### config.mk
export PLATFORM = sky130hd
export DESIGN_NAME = flash_cmd_seq
export DESIGN_NICKNAME = d
export VERILOG_FILES = /design/src/rtl/fcs_pkg.sv /design/src/rtl/fcs_script.sv /design/src/rtl/fcs_poll.sv /design/src/rtl/flash_cmd_seq.sv
export SDC_FILE = /design/constraint.sdc
export NUM_CORES = 1
export LEC_CHECK = 0
export ABC_CLOCK_PERIOD_IN_PS = 10050
export BUFFER_PORTS_ARGS = -buffer_cell sky130_fd_sc_hd__buf_2
export CORE_AREA = 3 3 125 127
export DETAILED_ROUTE_END_ITERATION = 16
export DIE_AREA = 0 0 128 130
export PLACE_DENSITY = 0.69
export SYNTH_ARGS = -nofsm -noshare
export SYNTH_HDL_FRONTEND = slang
export SYNTH_SLANG_ARGS = --single-unit
### constraint.sdc
create_clock -name clk_i -period 10.05 [get_ports clk_i]
set_input_delay 3.015 -clock clk_i [delete_from_list [all_inputs] [get_ports clk_i]]
set_output_delay 3.015 -clock clk_i [all_outputs]
set_load 0.05 [all_outputs]
### src/rtl/fcs_pkg.sv
package fcs_pkg;
  typedef enum logic [2:0] {
    OP_PROG    = 3'd0,
    OP_SECT    = 3'd1,
    OP_CHIP    = 3'd2,
    OP_ID      = 3'd3,
    OP_BYP_ON  = 3'd4,
    OP_BYP_OFF = 3'd5,
    OP_SUSP    = 3'd6,
    OP_RES     = 3'd7
  } op_e;

  typedef enum logic [1:0] {K_WR, K_RD, K_END} kind_e;

  localparam logic [11:0] ADR_U0 = 12'h555;
  localparam logic [11:0] ADR_U1 = 12'h2AA;
endpackage

### src/rtl/fcs_script.sv
module fcs_script
  import fcs_pkg::*;
#(
  parameter int WAW = 22,
  parameter int DW  = 16
) (
  input  op_e            op_i,
  input  logic           byp_i,
  input  logic [2:0]     step_i,
  input  logic [WAW-1:0] tgt_i,
  input  logic [DW-1:0]  data_i,
  output kind_e          kind_o,
  output logic [WAW-1:0] waddr_o,
  output logic [DW-1:0]  wdata_o
);
  localparam logic [WAW-1:0] A0 = WAW'(ADR_U0);
  localparam logic [WAW-1:0] A1 = WAW'(ADR_U1);

  always_comb begin
    kind_o  = K_WR;
    waddr_o = '0;
    wdata_o = '0;
    unique case (op_i)
      OP_PROG: begin
        if (byp_i) begin
          case (step_i)
            3'd0:    begin waddr_o = A0; wdata_o = DW'(8'hA0); end
            3'd1:    begin waddr_o = tgt_i; wdata_o = data_i; end
            default: kind_o = K_END;
          endcase
        end else begin
          case (step_i)
            3'd0:    begin waddr_o = A0; wdata_o = DW'(8'hAA); end
            3'd1:    begin waddr_o = A1; wdata_o = DW'(8'h55); end
            3'd2:    begin waddr_o = A0; wdata_o = DW'(8'hA0); end
            3'd3:    begin waddr_o = tgt_i; wdata_o = data_i; end
            default: kind_o = K_END;
          endcase
        end
      end
      OP_SECT, OP_CHIP: begin
        case (step_i)
          3'd0, 3'd3: begin waddr_o = A0; wdata_o = DW'(8'hAA); end
          3'd1, 3'd4: begin waddr_o = A1; wdata_o = DW'(8'h55); end
          3'd2:       begin waddr_o = A0; wdata_o = DW'(8'h80); end
          3'd5: begin
            if (op_i == OP_SECT) begin waddr_o = tgt_i; wdata_o = DW'(8'h30); end
            else begin waddr_o = A0; wdata_o = DW'(8'h10); end
          end
          default: kind_o = K_END;
        endcase
      end
      OP_ID: begin
        case (step_i)
          3'd0:    begin waddr_o = A0; wdata_o = DW'(8'hAA); end
          3'd1:    begin waddr_o = A1; wdata_o = DW'(8'h55); end
          3'd2:    begin waddr_o = A0; wdata_o = DW'(8'h90); end
          3'd3:    kind_o = K_RD;
          3'd4:    wdata_o = DW'(8'hF0);
          default: kind_o = K_END;
        endcase
      end
      OP_BYP_ON: begin
        case (step_i)
          3'd0:    begin waddr_o = A0; wdata_o = DW'(8'hAA); end
          3'd1:    begin waddr_o = A1; wdata_o = DW'(8'h55); end
          3'd2:    begin waddr_o = A0; wdata_o = DW'(8'h20); end
          default: kind_o = K_END;
        endcase
      end
      OP_BYP_OFF: if (step_i != 3'd0) kind_o = K_END;
      OP_SUSP: begin
        if (step_i == 3'd0) wdata_o = DW'(8'hB0);
        else kind_o = K_END;
      end
      OP_RES: begin
        if (step_i == 3'd0) wdata_o = DW'(8'h30);
        else kind_o = K_END;
      end
    endcase
  end
endmodule

### src/rtl/fcs_poll.sv
module fcs_poll #(
  parameter int TW = 16
) (
  input  logic          clk_i,
  input  logic          rst_ni,
  input  logic          start_i,
  input  logic [TW-1:0] tmo_i,
  input  logic          bit_i,
  output logic          re_o,
  output logic          fin_o,
  output logic          err_o
);
  logic          act_q, rv_q, have_q, prev_q;
  logic [TW-1:0] cnt_q;
  logic [TW:0]   cnt_n;
  logic          cmp, same, limit;

  assign cnt_n = {1'b0, cnt_q} + 1'b1;
  assign cmp   = act_q & rv_q & have_q;
  assign same  = bit_i == prev_q;
  assign limit = cnt_n >= {1'b0, tmo_i};
  assign fin_o = cmp & (same | limit);
  assign err_o = cmp & ~same & limit;
  assign re_o  = act_q;

  always_ff @(posedge clk_i or negedge rst_ni) begin
    if (!rst_ni) begin
      act_q <= 1'b0; rv_q <= 1'b0; have_q <= 1'b0; prev_q <= 1'b0; cnt_q <= '0;
    end else if (start_i) begin
      act_q <= 1'b1; rv_q <= 1'b0; have_q <= 1'b0; cnt_q <= '0;
    end else if (act_q) begin
      rv_q <= 1'b1;
      if (rv_q) begin
        prev_q <= bit_i;
        have_q <= 1'b1;
        if (have_q) cnt_q <= cnt_n[TW-1:0];
      end
      if (fin_o) act_q <= 1'b0;
    end
  end


  no_fin_idle_chk: assert property (@(posedge clk_i) disable iff (!rst_ni)
    fin_o |-> $past(re_o));
endmodule

### src/rtl/flash_cmd_seq.sv
module flash_cmd_seq
  import fcs_pkg::*;
#(
  parameter int WAW       = 22,
  parameter int DW        = 16,
  parameter int BUS_BYTES = 2,
  parameter int TW        = 16,
  parameter int TOG_BIT   = 6
) (
  input  logic                               clk_i,
  input  logic                               rst_ni,
  input  logic                               req_i,
  input  logic [2:0]                         op_i,
  input  logic [WAW-1:0]                     addr_i,
  input  logic [DW-1:0]                      data_i,
  input  logic [TW-1:0]                      timeout_i,
  output logic                               busy_o,
  output logic                               done_o,
  output logic                               err_o,
  output logic [DW-1:0]                      rdata_o,
  output logic [WAW+$clog2(BUS_BYTES)-1:0]   bus_addr_o,
  output logic [DW-1:0]                      bus_wdata_o,
  output logic                               bus_we_o,
  output logic                               bus_re_o,
  input  logic [DW-1:0]                      bus_rdata_i
);
  localparam int SH = $clog2(BUS_BYTES);

  typedef enum logic [2:0] {S_IDLE, S_RUN, S_RDW, S_POLL, S_DONE} st_e;

  st_e            st_q;
  op_e            op_q;
  logic [WAW-1:0] adr_q;
  logic [DW-1:0]  dat_q, rdata_q;
  logic [TW-1:0]  tmo_q;
  logic [2:0]     step_q;
  logic           byp_q, err_q;

  kind_e          kind;
  logic [WAW-1:0] s_addr;
  logic [DW-1:0]  s_data;
  logic           needs_poll, p_start, p_re, p_fin, p_err;

  fcs_script #(.WAW(WAW), .DW(DW)) script_i (
    .op_i(op_q), .byp_i(byp_q), .step_i(step_q), .tgt_i(adr_q), .data_i(dat_q),
    .kind_o(kind), .waddr_o(s_addr), .wdata_o(s_data)
  );

  assign needs_poll = op_q inside {OP_PROG, OP_SECT, OP_CHIP};
  assign p_start    = (st_q == S_RUN) && (kind == K_END) && needs_poll;

  fcs_poll #(.TW(TW)) poll_i (
    .clk_i, .rst_ni, .start_i(p_start), .tmo_i(tmo_q), .bit_i(bus_rdata_i[TOG_BIT]),
    .re_o(p_re), .fin_o(p_fin), .err_o(p_err)
  );

  assign bus_we_o    = (st_q == S_RUN) && (kind == K_WR);
  assign bus_re_o    = ((st_q == S_RUN) && (kind == K_RD)) | p_re;
  assign bus_addr_o  = {(st_q == S_POLL) ? adr_q : s_addr, {SH{1'b0}}};
  assign bus_wdata_o = s_data;
  assign busy_o      = st_q != S_IDLE;
  assign done_o      = st_q == S_DONE;
  assign err_o       = done_o & err_q;
  assign rdata_o     = rdata_q;

  always_ff @(posedge clk_i or negedge rst_ni) begin
    if (!rst_ni) begin
      st_q <= S_IDLE; op_q <= OP_PROG; adr_q <= '0; dat_q <= '0; tmo_q <= '0;
      step_q <= '0; byp_q <= 1'b0; err_q <= 1'b0; rdata_q <= '0;
    end else begin
      unique case (st_q)
        S_IDLE: if (req_i) begin
          op_q <= op_e'(op_i); adr_q <= addr_i; dat_q <= data_i; tmo_q <= timeout_i;
          step_q <= '0; err_q <= 1'b0; st_q <= S_RUN;
        end
        S_RUN: begin
          unique case (kind)
            K_WR:  step_q <= step_q + 3'd1;
            K_RD:  begin step_q <= step_q + 3'd1; st_q <= S_RDW; end
            K_END: st_q <= needs_poll ? S_POLL : S_DONE;
            default: st_q <= S_DONE;
          endcase
        end
        S_RDW: begin rdata_q <= bus_rdata_i; st_q <= S_RUN; end
        S_POLL: if (p_fin) begin err_q <= p_err; st_q <= S_DONE; end
        S_DONE: begin
          if (op_q == OP_BYP_ON)  byp_q <= 1'b1;
          if (op_q == OP_BYP_OFF) byp_q <= 1'b0;
          st_q <= S_IDLE;
        end
        default: st_q <= S_IDLE;
      endcase
    end
  end


  no_we_re_chk: assert property (@(posedge clk_i) disable iff (!rst_ni)
    !(bus_we_o && bus_re_o));

  done_pulse_chk: assert property (@(posedge clk_i) disable iff (!rst_ni)
    done_o |=> !done_o);

  idle_quiet_chk: assert property (@(posedge clk_i) disable iff (!rst_ni)
    !busy_o |-> !bus_we_o && !bus_re_o);

  busy_hold_chk: assert property (@(posedge clk_i) disable iff (!rst_ni)
    busy_o && req_i |=> op_q == $past(op_q));

  id_capture_chk: assert property (@(posedge clk_i) disable iff (!rst_ni)
    st_q == S_RDW |-> $past(bus_re_o));
endmodule

## After elaboration in Yosys (flattened, before gate mapping)

Index checks and enable logic that the tools add are counted.

- Order comparisons: 1
- Eq/ne operators: 23
- Multiplexer cells: 52
- Reductions and logical operators: 38
- $add $sub $neg: 2
- Bitwise logic cells: 10

Operator list:

| operator | count |
|---|---|
| one-hot mux 22 bit (3 select lines) | 3 |
| one-hot mux 16 bit (4 select lines) | 2 |
| one-hot mux 16 bit (6 select lines) | 1 |
| 2-to-1 mux 16 bit | 5 |
| 2-to-1 mux 22 bit | 3 |
| one-hot mux 22 bit (2 select lines) | 1 |
| one-hot mux 16 bit (2 select lines) | 1 |
| one-hot mux 8 bit (4 select lines) | 1 |
| one-hot mux 8 bit (3 select lines) | 1 |
| one-hot mux 11 bit (2 select lines) | 1 |
| equality test 3 bit, second input constant | 7 |
| equality test 3 x 2 -> 1 bit, second input constant | 6 |
| adder 16 x 1 -> 17 bit, second input constant | 1 |
| greater-or-equal comparator 17 x 16 -> 1 bit | 1 |
| OR reduction 2 bit | 8 |
| 2-to-1 mux 3 bit | 5 |
| AND reduction 3 bit | 5 |
| 2-to-1 mux 2 bit | 7 |
| 2-to-1 mux 1 bit | 12 |
| 2-to-1 mux 6 bit | 2 |
| one-hot mux 2 bit (6 select lines) | 1 |
| one-hot mux 3 bit (4 select lines) | 1 |
| nonzero test 2 bit | 6 |
| equality test 3 x 1 -> 1 bit, second input constant | 3 |
| 21 further kinds | 42 |

- Register bits: 101
- Word-level logic and storage cells: 140
- Input port bits: 76
- Output and inout port bits: 60

## Longest topological paths before layout

Gate-level depths: netlist (run 1).

- Depth in word-level cells: 10
- Mapped depth: 14
- Depth with buffers taken out: 14

## Modules after synthesis

From an unflattened synthesis (run 1), not the netlist that was laid out.

- Cells, all modules: 589
- Area, all modules: 6185.9 um^2

Modules (own cells, without submodules):

| module | area each (um^2) | sequential area each (um^2) | cells each | instances |
|---|---|---|---|---|
| flash_cmd_seq | 3653.5 | 2026.9 | 241 | 1 |
| fcs_poll | 1575.3 | 500.5 | 186 | 1 |
| fcs_script | 957.2 | 0.0 | 162 | 1 |

## Least setup slack after synthesis (run 1)

OpenSTA, ideal clock, no wires.

- Kind: reg-to-output
- From: reg step_q[2]
- To: out bus_addr_o[12]
- Data arrival time: 2.491 ns
- Stages on the path, launching flop included: 11
- Buffers on the path: 3
- Slack: 4.544 ns
- Required time: 7.035 ns
- Cell sequence: dfrtp_1 -> buf_2 -> inv_1 -> ha_1 -> clkbuf_1 -> nor2b_1 -> a21oi_1 -> nor2_1 -> nor3_1 -> clkbuf_1 -> nor2b_1

- Cells in the longest elaborated chain, start to end: 6
- Elaborated cells between the ends (all ways): 15
- Classes of those cells: eq/ne: 5; mux: 6; reduce/logical: 4

Ends and longest elaborated chain:

| what | RTL line | source |
|---|---|---|
| start: declaration | flash_cmd_seq.sv:36 | `logic [2:0] step_q;` |
| start signal: assignment | flash_cmd_seq.sv:78 | `K_WR: step_q <= step_q + 3'd1;` |
| equality test 3 x 2 -> 1 bit / zero test 3 bit (equally long branches) | fcs_script.sv:32, fcs_script.sv:42, fcs_script.sv:26 |  |
| OR reduction 2 bit (no source line) | n/a |  |
| one-hot mux 22 bit (3 select lines) | fcs_script.sv:32 | `case (step_i)` |
| 2-to-1 mux 22 bit | fcs_script.sv:25 | `if (byp_i) begin` |
| one-hot mux 22 bit (3 select lines) (*) | fcs_script.sv:23 | `unique case (op_i)` |
| 2-to-1 mux 22 bit (*) | flash_cmd_seq.sv:59 | `assign bus_addr_o = {(st_q == S_POLL) ? adr_q : s_addr, {SH{1'b0}}};` |
| end: declaration | flash_cmd_seq.sv:21 | `output logic [WAW+$clog2(BUS_BYTES)-1:0] bus_addr_o,` |

Every way passes the cells marked *; elsewhere a longest branch is shown, timed or not.

## Worst setup path in the final report (run 1)

- From: reg step_q[2]
- To: out bus_addr_o[21]

Same word-level chain as after synthesis.

==> metrics.log, run 1 <==
INFO  metric status = complete, no violations
INFO  metric setup_repair_after_global_routing_missed_its_margin = no
INFO  metric synth_nets = roughly 700
INFO  metric crit_path_cell_trace = inv_1, ha_1, nor2b_1, a21oi_1, nor2_1, nor3_1, nor2b_1, buf_2
INFO  metric async_flop_share = 100%
INFO  metric final_nets = 822
INFO  metric ant_nets = 0
INFO  metric fillers = 1383
INFO  metric placed_cell_area = 6580 µm²
INFO  metric grt_overflow = 0
INFO  metric cts_setup_buffers = 0
INFO  metric first_pass_grt_wire_length = 21.5 mm
INFO  metric drt-vias-per-instance = 5.15
INFO  metric cts_made_buffers = 9
INFO  metric finalWeightedCongestion = 0.884
INFO  metric post_route_cells_drive_above_1_share = roughly 31%
INFO  metric cts_max_level = 3
INFO  metric maxSlewHeadroom = 27.2%
INFO  metric syn-cell-area = a little under 6000 µm²
INFO  metric avgSynthCellArea = a little under 10 µm²
INFO  metric final_hold_viol_count = 0
INFO  metric clockBufferDepth = 2
INFO  metric floorplan.core_area = 14500 µm²
INFO  metric synth_area_leaders = dfrtp_1 (44%), mux2_2 (12%), ha_1 (5.9%), o21ai_0 (4.4%), nand2_1 (4.2%)
INFO  metric flip_flop_and_latch_count_after_synthesis = 101
INFO  metric tritoncts = done
INFO  metric timing.max_cap.violations = 0
INFO  metric holdCritPathClass = reg2reg
INFO  metric drcViolationCount = 0
INFO  metric crit_path_max_fanout = 11
INFO  metric synth_top_flop_cell = dfrtp_1
INFO  metric clk_latency = 0.35 ns
INFO  metric critPathMostFrequentCell = nor2b_1
INFO  metric syn_inst = 599
INFO  metric yosysTopAreaCellShare = 43.8%
INFO  metric grt_antenna_before_repair = 0
INFO  metric finalCritPeriodShare = 60.7%
INFO  metric cp_data_required_time = 7.04 ns
INFO  metric leakage = 3.35 nW
INFO  metric final_hpwl_from_detailed_placement = 9.74 mm
INFO  metric largest_net_degree_at_the_start_of_global_routing = 81
INFO  metric cp-start-kind = flop
INFO  metric finalWorstPathRequiredPeriod = 6.10 ns
INFO  metric setup_tns_after_final_layout = 0 ns
INFO  metric design.portCount = 136
INFO  metric die_width = 128 µm
INFO  metric post_cts.resized_instances = 0
INFO  metric area_growth = 19.0%
INFO  metric holdBufCountCts = 0
INFO  metric clock_sink_count = 101
INFO  metric number_of_flops_mapped_to_enable_cells_by_yosys = 0
INFO  metric portion_of_the_post_synthesis_area_used_by_sequential_elements = approximately 44%
INFO  metric critPathMaxStageDelay = 0.90 ns
INFO  metric portBuffers = 134
INFO  metric route.vias.total = 4673
INFO  metric power.ir.vdd_worst = 210 µV
INFO  metric firstDrtPassIters = 6
INFO  metric critPathSlowestCell = nor3_1
INFO  metric total_die_area = 16600 µm²
INFO  metric synth.most_common_cell = dfrtp_1
INFO  metric cp_data_arrival_time = 3.09 ns
INFO  metric initialDrtViolationCount = 317
INFO  metric synth_top_area_cell = dfrtp_1
INFO  metric timing.setup.critical_path_class = reg2out
INFO  metric gr-usage-all-layers = 16.1%
INFO  metric via_count_of_the_first_global_routing_pass = approximately 4300
INFO  metric ys_types = 55
INFO  metric route.detailed.wl_per_inst = between 10 and 15 µm
INFO  metric die_y = 130 µm
INFO  metric clock-root-buffer = clkbuf_16
INFO  metric max_freq = 164 MHz
INFO  metric finalClockSkew = 0.00904 ns
INFO  metric initial_utilization = 39.7%
INFO  metric tightestPinTransition = approximately 1.1 ns
INFO  metric route.final.wire_length = 13.3 mm
INFO  metric power_per_cell_area = about 350 nW/µm²
INFO  metric ys.warnings.count = 0
INFO  metric finalSetupViolCount = 0
INFO  metric slew_violations = 0
INFO  metric critPathCaptureType = primary output
INFO  metric placementRows = 44
INFO  metric path_clk_slew = ~0.070 ns
INFO  metric antenna_cells = 0
INFO  metric post_synth_most_frequent_cells = dfrtp_1 (101), nand2_1 (64), nor2_1 (62), mux2_2 (60), o21ai_0 (51)
INFO  metric postLayoutCellArea = 6870 µm²
## cells by family (layout without fill, tap and decap cells)
family,count (synthesis),after routing,synth area share (%)
buffers and inverters,51,176,3.69
other,1,1,0.0650
XOR/XNOR,26,26,3.95
multiplexers,63,63,12.2
AO/OA/AOI/OAI,111,111,11.8
AND/OR/NAND/NOR,219,219,18.6
flip-flops,101,101,43.8
adder cells (fa/ha/maj),27,27,5.85
## path summary, 6_finish.rpt
path | slack, ns | from | to | depth (start not counted)
setup / recovery | 3.95 | step_q[2]$_DFFE_PN0P_ | bus_addr_o[21] | 8
hold / removal | 0.50 | dat_q[11]$_DFFE_PN0P_ | dat_q[11]$_DFFE_PN0P_ | 1
setup reg to reg | 6.34 | poll_i.cnt_q[0]$_DFFE_PN0P_ | st_q[2]$_DFFE_PN0P_ | 13
hold reg to reg | 0.50 | dat_q[11]$_DFFE_PN0P_ | dat_q[11]$_DFFE_PN0P_ | 1
max in group asynchronous | 6.18 | rst_ni | adr_q[10]$_DFFE_PN0P_ | 2
min in group asynchronous | 2.54 | rst_ni | tmo_q[3]$_DFFE_PN0P_ | 1
## critical path: cells and delay by family (launching register included)
family	cells	cell delay (ns)
and+or+nand+nor	4	1.33
DFF	1	0.51
buffers and inverters	2	0.41
adders and majority gates	1	0.34
AOI/OAI and AO/OA	1	0.13
## state kept, by name, summed over array words and instances (netlist names)
| name | cells |
|---|---|
| adr_q | 22 |
| dat_q | 16 |
| poll_i.cnt_q | 16 |
| rdata_o | 16 |
| tmo_q | 16 |
| op_q | 3 |
| st_q | 3 |
| step_q | 3 |
| byp_q | 1 |
| err_q | 1 |
| poll_i.have_q | 1 |
| poll_i.prev_q | 1 |
| poll_i.re_o | 1 |
| poll_i.rv_q | 1 |
## per-stage QoR
stage          setup WS, ns  utilization [%]  cells  total power [mW]  hold WS (ns)
6_report               3.95             47.2    908              2.38         0.495
2_1_floorplan          4.54                -    599              1.75         0.472
3_3_place_gp           4.38             45.3    892              2.03         0.481
4_1_cts                3.90             47.2    908              2.40         0.503
3_5_place_dp           4.29             45.3    892              2.05         0.488
5_1_grt                3.66             47.2    908              2.56         0.516
## cell type report
cell class                      count  area (µm²)  area share [%]
Timing Repair Buffer              137         696            10.1
Clock inverter                      4        31.3           0.456
Tap cell                          184         230            3.35
Clock buffer                       12         256            3.74
Multi-Input combinational cell    447        3040            44.3
Sequential cell                   101        2530            36.8
Inverter                           23        86.3            1.26
## report_power, final
part	switching, mW	internal, mW
combinational	0.896	0.433
sequential	0.137	0.577
clock	0.157	0.183
total	1.19	1.19
## per-layer routing
layer	routed length, µm	GRT usage [%]	vias up	share of wire [%]
met4	152	4.49	0	1.1
met2	6100	24.6	147	46
met5	0	0	-	0
li1	-	-	2320	-
met3	939	4.46	14	7.0
met1	6140	22.6	2192	46
## layout by cell type (no fill, tap or decap), drive strengths merged, types with 9 or more instances in the layout
cell type / netlist / final
inv: 23 / 24
nand3: 20 / 20
xnor2: 12 / 12
mux2: 61 / 61
nand4: 9 / 9
buf: 16 / 137
o21ai: 52 / 52
nor2b: 18 / 18
nor2: 62 / 62
xor2: 14 / 14
clkbuf: 12 / 12
and2: 11 / 11
a21oi: 20 / 20
ha: 27 / 27
nand2: 64 / 64
dfrtp: 101 / 101
a21o: 10 / 10
Note: power is estimated with default switching activity, not from simulation.
==> inputs of run 2 (changes only) <==
--- a/config.mk
+++ b/config.mk
@@ -5,12 +5,13 @@
 export SDC_FILE = /design/constraint.sdc
 export NUM_CORES = 1
 export LEC_CHECK = 0
-export ABC_CLOCK_PERIOD_IN_PS = 10050
+export ABC_AREA = 1
+export ABC_CLOCK_PERIOD_IN_PS = 5310
 export BUFFER_PORTS_ARGS = -buffer_cell sky130_fd_sc_hd__buf_2
-export CORE_AREA = 3 3 125 127
+export CORE_AREA = 3 3 127 129
 export DETAILED_ROUTE_END_ITERATION = 16
-export DIE_AREA = 0 0 128 130
-export PLACE_DENSITY = 0.69
+export DIE_AREA = 0 0 130 132
+export PLACE_DENSITY = 0.71
 export SYNTH_ARGS = -nofsm -noshare
 export SYNTH_HDL_FRONTEND = slang
 export SYNTH_SLANG_ARGS = --single-unit
==> constraint.sdc (replaced) <==
create_clock -name clk_i -period 5.31 [get_ports clk_i]
set_input_delay 1.593 -clock clk_i [delete_from_list [all_inputs] [get_ports clk_i]]
set_output_delay 1.593 -clock clk_i [all_outputs]
set_load 0.05 [all_outputs]
==> run 2 against run 1 <==
Against the previous run:
- non-clock buffer count is the same
- cell area grew 4.0%
- global-route usage grew 2.1 points
- core utilization shrank 0.099 points
- flip-flop and latch count is the same
- clock power grew 120%
- register-to-register slack lost 4.1 ns
- sequential power grew 78%
- sequential share of layout area shrank 1.4 points
- first-iteration DRC count shrank 20%
==> metrics.log, run 2 <==
INFO  metric synth_nets = 827 (+18%)
INFO  metric largest_register_ffs = 22 (unchanged)
INFO  metric ys.warnings.count = 0 (unchanged)
INFO  metric placementRows = 45 (+2.3%)
INFO  metric synth_area_leaders = dfrtp_1 (42%), inv_1 (6.2%), nand2_1 (5.9%), nor2_1 (5.9%), a21oi_1 (5.9%)
INFO  metric final_hold_viol_count = 0 (unchanged)
INFO  metric clock-root-buffer = clkbuf_16
INFO  metric setup_repair_after_global_routing_missed_its_margin = no
INFO  metric timing.setup.critical_path_class = reg2out
INFO  metric clock_sink_count = 101 (unchanged)
INFO  metric registers.top_by_ff_count = adr_q
INFO  metric post_synth_most_frequent_cells = dfrtp_1 (101), inv_1 (98), nand2_1 (94), nor2_1 (94), a21oi_1 (70)
INFO  metric antenna_cells = 0 (unchanged)
INFO  metric syn-cell-area = 5960 µm² (+3.3%)
INFO  metric portBuffers = 134 (unchanged)
INFO  metric async_flop_share = 100% (unchanged)
INFO  metric post_route_cells_drive_above_1_share = 28.3% (-2.5 points)
INFO  metric route.detailed.wl_per_inst = 14.2 µm (-3.2%)
INFO  metric leakage = 3.75 nW (+12%)
INFO  metric path_clk_slew = 0.07 ns (about the same)
INFO  metric yosysTopAreaCellShare = 42.4% (-1.4 points)
INFO  metric leading_cell_type_in_the_layout_fill_and_taps_excluded = buf_2
INFO  metric initial_utilization = 39.4% (-0.34 points)
INFO  metric finalClockSkew = 0.0106 ns (+0.00153 ns)
INFO  metric crit_path_max_fanout = 9 (-2)
INFO  metric power_per_cell_area = 643 nW/µm² (+85%)
INFO  metric avgSynthCellArea = 8.24 µm² (-15%)
INFO  metric slew_violations = 0 (unchanged)
INFO  metric die_width = 130 µm (+1.6%)
INFO  metric design.portCount = 136 (unchanged)
INFO  metric finalWorstPathRequiredPeriod = roughly 4.6 ns
INFO  metric setup_tns_after_final_layout = 0 ns (unchanged)
INFO  metric first_pass_grt_wire_length = 25.4 mm (+18%)
INFO  metric critPathCaptureType = primary output
INFO  metric ys_types = 43 (-22%)
INFO  metric largest_net_degree_at_the_start_of_global_routing = 78 (-3.7%)
INFO  metric initialDrtViolationCount = 253 (-20%)
INFO  metric tritoncts = done
INFO  metric die_y = 132 µm (+1.5%)
INFO  metric holdBufCountCts = 0 (unchanged)
INFO  metric route.final.wire_length = 14.9 mm (+12%)
INFO  metric fin_total_pwr = 4.59 mW (+93%)
INFO  metric area_growth = 19.7%
INFO  metric power.ir.vdd_worst = 477 µV (+130%)
INFO  metric hold-worst-slack = 0.481 ns (-0.0141 ns)
INFO  metric number_of_flops_mapped_to_enable_cells_by_yosys = 0 (unchanged)
INFO  metric drt-vias-per-instance = 4.95 (-3.8%)
INFO  metric clk_latency = 0.36 ns (about the same)
INFO  metric portion_of_the_post_synthesis_area_used_by_sequential_elements = 42.4% (-1.4 points)
INFO  metric cts_max_level = 3 (unchanged)
INFO  metric placed_cell_area = 6810 µm² (+3.5%)
INFO  metric timing.max_cap.violations = 0 (unchanged)
INFO  metric final_cells = 1046 (+15%)
INFO  metric cts_setup_buffers = 0 (unchanged)
INFO  metric synth.most_common_cell = dfrtp_1
INFO  metric cp_data_arrival_time = 3.03 ns (-0.06 ns)
INFO  metric dpl_worst_slack = 1.07 ns (-3.22 ns)
INFO  metric synth_top_area_cell = dfrtp_1
INFO  metric flip_flop_and_latch_count_after_synthesis = 101 (unchanged)
INFO  metric cp_data_required_time = 3.72 ns (-3.32 ns)
INFO  metric final_nets = 956 (+16%)
INFO  metric layout.core_utilization = 47.1% (-0.099 points)
INFO  metric final_hpwl_from_detailed_placement = 11.2 mm (+15%)
INFO  metric finalCritPeriodShare = 87.0%
INFO  metric finalWeightedCongestion = 0.910 (+3.0%)
INFO  metric gr-usage-all-layers = 18.2% (+2.1 points)
INFO  metric holdCritPathClass = reg2reg
INFO  metric final_cell_mix = buf_2 (133), dfrtp_1 (101), inv_1 (98)
INFO  metric synth_top_flop_cell = dfrtp_1
INFO  metric clockBufferDepth = 2 (unchanged)
INFO  metric route.vias.total = 5179 (+11%)
INFO  metric grt_overflow = 0 (unchanged)
INFO  metric cp-start-kind = flop
INFO  metric postLayoutCellArea = 7140 µm² (+4.0%)
INFO  metric via_count_of_the_first_global_routing_pass = 5107 (+18%)
INFO  metric cts_made_buffers = 9 (unchanged)
INFO  metric syn_inst = 724 (+21%)
INFO  metric ant_nets = 0 (unchanged)
INFO  metric firstDrtPassIters = 5 (-1)
INFO  metric maxSlewHeadroom = 34.1% (+6.9 points)
INFO  metric max_freq = 217 MHz
INFO  metric finalSetupViolCount = 0 (unchanged)
INFO  metric status = complete, no violations
INFO  metric grt_antenna_before_repair = 0 (unchanged)
INFO  metric final_worst_slack = 0.692 ns (-3.25 ns)
INFO  metric post_cts.resized_instances = 0 (unchanged)
INFO  metric place_inst = 1030 (+15%)
INFO  metric drcViolationCount = 0 (unchanged)
INFO  metric total_die_area = 17200 µm² (+3.1%)
INFO  metric floorplan.core_area = 15100 µm² (+4.2%)
INFO  metric tightestPinTransition = 0.988 ns (-0.0951 ns)
run 2: changes by cell type in the layout (fill, tap and decap cells not counted), moves of 10 or more:
cell,before,now
nand2_1,64,94
inv_2,0,15
o21ai_1,1,15
o21ai_0,51,37
mux2_2,60,30
a21oi_1,20,70
xnor2_1,12,0
nor2_1,61,94
nor2b_1,17,0
nor2_2,0,10
nand2_2,0,11
o211ai_1,1,15
and2_1,11,0
inv_1,23,98
run 2: cell type report:
type	count	area, µm²
timing repair buffer	137	696
clock buffer	10	239
multi-input combinational	490	2920
inverter	114	428
tap	188	235
clock inverter	6	92.6
sequential	101	2530
fill	1522	8010
run 2: report_power, final:
| group | total (mW) | internal [mW] | switching, mW |
|---|---|---|---|
| Sequential | 1.27 | 1.09 | 0.187 |
| Clock | 0.735 | 0.429 | 0.305 |
| Combinational | 2.58 | 0.701 | 1.88 |
run 2: worst max-delay path, stage by stage (launching register included):
cell and delay, ns:
dfrtp_1 0.42, ha_1 0.20, ha_1 0.33, inv_2 0.15, o21ai_2 0.25, inv_2 0.08, o211ai_1 0.09, nor3b_2 0.31
ha_1 0.23, inv_1 0.04, nor2_1 0.16, or2_2 0.15, buf_2 0.25
run 2: path summary, 6_finish.rpt:
kind | startpoint | to | slack (ns) | cells after the start
worst min-delay path | err_q$_DFFE_PN0P_ | err_q$_DFFE_PN0P_ | 0.48 | 2
max in group asynchronous | rst_ni | tmo_q[15]$_DFFE_PN0P_ | 3.00 | 2
worst max register to register | poll_i.cnt_q[0]$_DFFE_PN0P_ | err_q$_DFFE_PN0P_ | 2.29 | 21
worst max-delay path | step_q[0]$_DFFE_PN0P_ | bus_re_o | 0.69 | 12
worst min register to register | err_q$_DFFE_PN0P_ | err_q$_DFFE_PN0P_ | 0.48 | 2
min in group asynchronous | rst_ni | poll_i.cnt_q[5]$_DFFE_PN0P_ | 1.40 | 1
run 2: cell families (layout without fill, tap and decap cells):
family | Yosys count | after routing | share of synthesized area [%]
other | 1 | 1 | 0.0629
AOI/OAI and AO/OA | 155 | 155 | 14.8
buffers and inverters | 133 | 267 | 8.81
adders and majority gates | 27 | 27 | 5.67
xor gates and xnor gates | 9 | 9 | 1.45
DFF | 101 | 101 | 42.4
and+or+nand+nor | 268 | 268 | 21.2
muxes | 30 | 30 | 5.67
run 2: routing by layer:
layer	part of all wire, %	vias up	wire [µm]	track usage, %
li1	-	2613	-	-
met2	45	135	6670	27.9
met4	1.2	0	174	4.62
met5	0	-	0	0
met3	6.2	11	920	5.19
met1	48	2420	7110	25.4
==> inputs of run 3 (changes only) <==
--- a/config.mk
+++ b/config.mk
@@ -8,9 +8,9 @@
 export ABC_AREA = 1
 export ABC_CLOCK_PERIOD_IN_PS = 5310
 export BUFFER_PORTS_ARGS = -buffer_cell sky130_fd_sc_hd__buf_2
-export CORE_AREA = 3 3 127 129
+export CORE_AREA = 2 2 126 128
 export DETAILED_ROUTE_END_ITERATION = 16
-export DIE_AREA = 0 0 130 132
+export DIE_AREA = 0 0 128 130
 export PLACE_DENSITY = 0.71
 export SYNTH_ARGS = -nofsm -noshare
 export SYNTH_HDL_FRONTEND = slang
==> run 3 against run 2 <==
Against the previous run:
- combinational power barely moved
- hold slack improved by 0.0027 ns
- non-clock buffer count is the same
- routed wire length down 1.6%
- critical endpoint unchanged
- largest power group unchanged
==> metrics.log, run 3 (same netlist as run 2, synthesis figures left out) <==
INFO  metric status = complete, no violations
INFO  metric placementRows = 46 (+2.2%)
INFO  metric grt_antenna_before_repair = 1 (+1)
INFO  metric initialDrtViolationCount = 352 (+39%)
INFO  metric final_cells = 1050 (+0.38%)
INFO  metric finalClockSkew = 0.0109 ns (+0.000310 ns)
INFO  metric placed_cell_area = 6810 µm² (about the same)
INFO  metric cts_setup_buffers = 0 (unchanged)
INFO  metric cp_data_required_time = 3.72 ns (about the same)
INFO  metric fin_total_pwr = 4.49 mW (-2.1%)
INFO  metric final_cell_mix = buf_2 (133), dfrtp_1 (101), inv_1 (98)
INFO  metric first_pass_grt_wire_length = 23.6 mm (-6.8%)
INFO  metric fillers = 1565 (+2.8%)
INFO  metric post_route_cells_drive_above_1_share = 28.2% (-0.12 points)
INFO  metric timing.setup.critical_path_class = reg2out
INFO  metric clock_sink_count = 101 (unchanged)
INFO  metric power.switching_fraction = 53.0% (+1.3 points)
INFO  metric hold-worst-slack = 0.484 ns (+0.00269 ns)
INFO  metric cts_max_level = 3 (unchanged)
INFO  metric slew_violations = 0 (unchanged)
INFO  metric share_clk_of_total_power = 14.2% (-1.8 points)
INFO  metric cp-start-kind = flop
INFO  metric maxSlewHeadroom = 33.7% (-0.46 points)
INFO  metric leakage = 3.73 nW (-0.54%)
INFO  metric dpl_worst_slack = 1.08 ns (+0.00912 ns)
INFO  metric finalWorstPathRequiredPeriod = 4.59 ns (-0.0246 ns)
INFO  metric design.portCount = 136 (unchanged)
INFO  metric share_seq_of_total_power = 28.3% (+0.6 points)
INFO  metric share_comb_of_total_power = 57.5% (+1.2 points)
INFO  metric final_worst_slack = 0.717 ns (+0.0246 ns)
INFO  metric clockBufferDepth = 2 (unchanged)
INFO  metric cp_data_arrival_time = 3.00 ns (-0.03 ns)
INFO  metric clk_latency = 0.35 ns (about the same)
INFO  metric path_clk_slew = 0.07 ns (about the same)
INFO  metric setup_tns_after_final_layout = 0 ns (unchanged)
INFO  metric worst_path_dominant_cell_family = adder cells
INFO  metric die_y = 130 µm (-1.5%)
INFO  metric holdBufCountCts = 0 (unchanged)
INFO  metric floorplan.core_area = 15400 µm² (+1.8%)
INFO  metric critPathMaxStageDelay = 0.42 ns (about the same)
INFO  metric tightestPinTransition = 0.995 ns (+0.00696 ns)
INFO  metric route.detailed.wl_per_inst = 13.9 µm (-2.0%)
INFO  metric post_cts.resized_instances = 0 (unchanged)
INFO  metric route.vias.total = 5211 (+0.62%)
INFO  metric ant_nets = 0 (unchanged)
INFO  metric crit_path_cell_trace = ha_1, ha_1, inv_2, o21ai_2, inv_2, o211ai_1, nor3b_2, ha_1, inv_1, nor2_1, or2_2, buf_2
INFO  metric layout.core_utilization = 46.0% (-1.1 points)
INFO  metric crit_path_max_fanout = 9 (unchanged)
INFO  metric crit_start = step_q[0]$_DFFE_PN0P_
INFO  metric finalSetupViolCount = 0 (unchanged)
INFO  metric area_growth = 19.0%
INFO  metric power_per_cell_area = 633 nW/µm² (-1.5%)
INFO  metric worstPathBufferInverterCount = 4 (unchanged)
INFO  metric total_die_area = 16600 µm² (-3.0%)
INFO  metric tritoncts = done
INFO  metric drt-vias-per-instance = 4.96 (+0.23%)
INFO  metric timing.max_cap.violations = 0 (unchanged)
INFO  metric internal_power = 2.11 mW (-4.6%)
INFO  metric portBuffers = 134 (unchanged)
INFO  metric seq_area = 2530 µm² (unchanged)
INFO  metric registers.top_by_ff_count = adr_q
INFO  metric holdCritPathClass = reg2reg
INFO  metric finalWeightedCongestion = 0.910 (about the same)
INFO  metric critPathMostFrequentCell = ha_1
INFO  metric route.final.wire_length = 14.6 mm (-1.6%)
INFO  metric final_hold_viol_count = 0 (unchanged)
INFO  metric grt_overflow = 0 (unchanged)
INFO  metric leading_cell_type_in_the_layout_fill_and_taps_excluded = buf_2
INFO  metric final_nets = 956 (unchanged)
INFO  metric gr-usage-all-layers = 17.9% (-0.29 points)
INFO  metric firstDrtPassIters = 5 (unchanged)
INFO  metric critPathSlowestCell = dfrtp_1
INFO  metric power_switching = 2.38 mW (+0.27%)
INFO  metric largest_register_ffs = 22 (unchanged)
INFO  metric place_inst = 1034 (+0.39%)
INFO  metric setup_repair_after_global_routing_missed_its_margin = no
INFO  metric power.ir.vdd_worst = 337 µV (-29%)
INFO  metric die_width = 128 µm (-1.5%)
INFO  metric drcViolationCount = 0 (unchanged)
INFO  metric largest_net_degree_at_the_start_of_global_routing = 77 (-1.3%)
INFO  metric max_freq = 218 MHz (+0.54%)
INFO  metric finalCritPeriodShare = 86.5% (-0.46 points)
INFO  metric cts_made_buffers = 9 (unchanged)
INFO  metric critPathCaptureType = primary output
INFO  metric min-delay-start = err_q$_DFFE_PN0P_
INFO  metric clock-root-buffer = clkbuf_16
INFO  metric via_count_of_the_first_global_routing_pass = 4865 (-4.7%)
INFO  metric final_hpwl_from_detailed_placement = 10.9 mm (-2.8%)
INFO  metric initial_utilization = 38.7% (-0.71 points)
INFO  metric crit-reg2reg-launch = poll_i.cnt_q[0]$_DFFE_PN0P_
INFO  metric antenna_cells = 0 (unchanged)
INFO  metric multi_input_comb_area = 2920 µm² (unchanged)
INFO  metric postLayoutCellArea = 7100 µm² (-0.61%)
## run 3: final timing paths
kind | to | slack [ns] | cells after the start
min in group asynchronous | poll_i.cnt_q[5]$_DFFE_PN0P_ | 1.41 | 1
max in group asynchronous | dat_q[8]$_DFFE_PN0P_ | 2.97 | 2
worst min register to register | err_q$_DFFE_PN0P_ | 0.48 | 2
worst max register to register | err_q$_DFFE_PN0P_ | 2.29 | 21
worst max-delay path | bus_re_o | 0.72 | 12
worst min-delay path | err_q$_DFFE_PN0P_ | 0.48 | 2
## run 3: cell type report
class                           instances  area share, %
Clock buffer                           10           3.23
Multi-Input combinational cell        490           41.2
Inverter                              114           6.03
Timing Repair Buffer                  137           9.80
Clock inverter                          6          0.758
Sequential cell                       101           35.6
Tap cell                              192           3.39
## run 3: worst min-delay path: stages, from the launching register on
cell and delay (ns):
dfrtp_1 0.35, nand2_1 0.05, nand2_1 0.05
## run 3: power groups by stage
| stage | clock network [mW] | logic, mW | registers (mW) |
|---|---|---|---|
| 2_1_floorplan | 0 | 1.81 | 1.46 |
| 6_report | 0.636 | 2.58 | 1.27 |
| 4_1_cts | 0.659 | 2.60 | 1.27 |
| 5_1_grt | 0.692 | 2.84 | 1.31 |
| 3_5_place_dp | 0 | 2.59 | 1.29 |
| 3_3_place_gp | 0 | 2.57 | 1.27 |
## run 3: routing by layer
metal / part of all wire [%] / GRT usage (%) / up-vias
met5: 0 / 0 / -
met4: 1.6 / 6.98 / 0
met3: 5.7 / 3.73 / 15
met2: 43 / 27.4 / 144
met1: 50 / 25.0 / 2424
li1: - / - / 2628
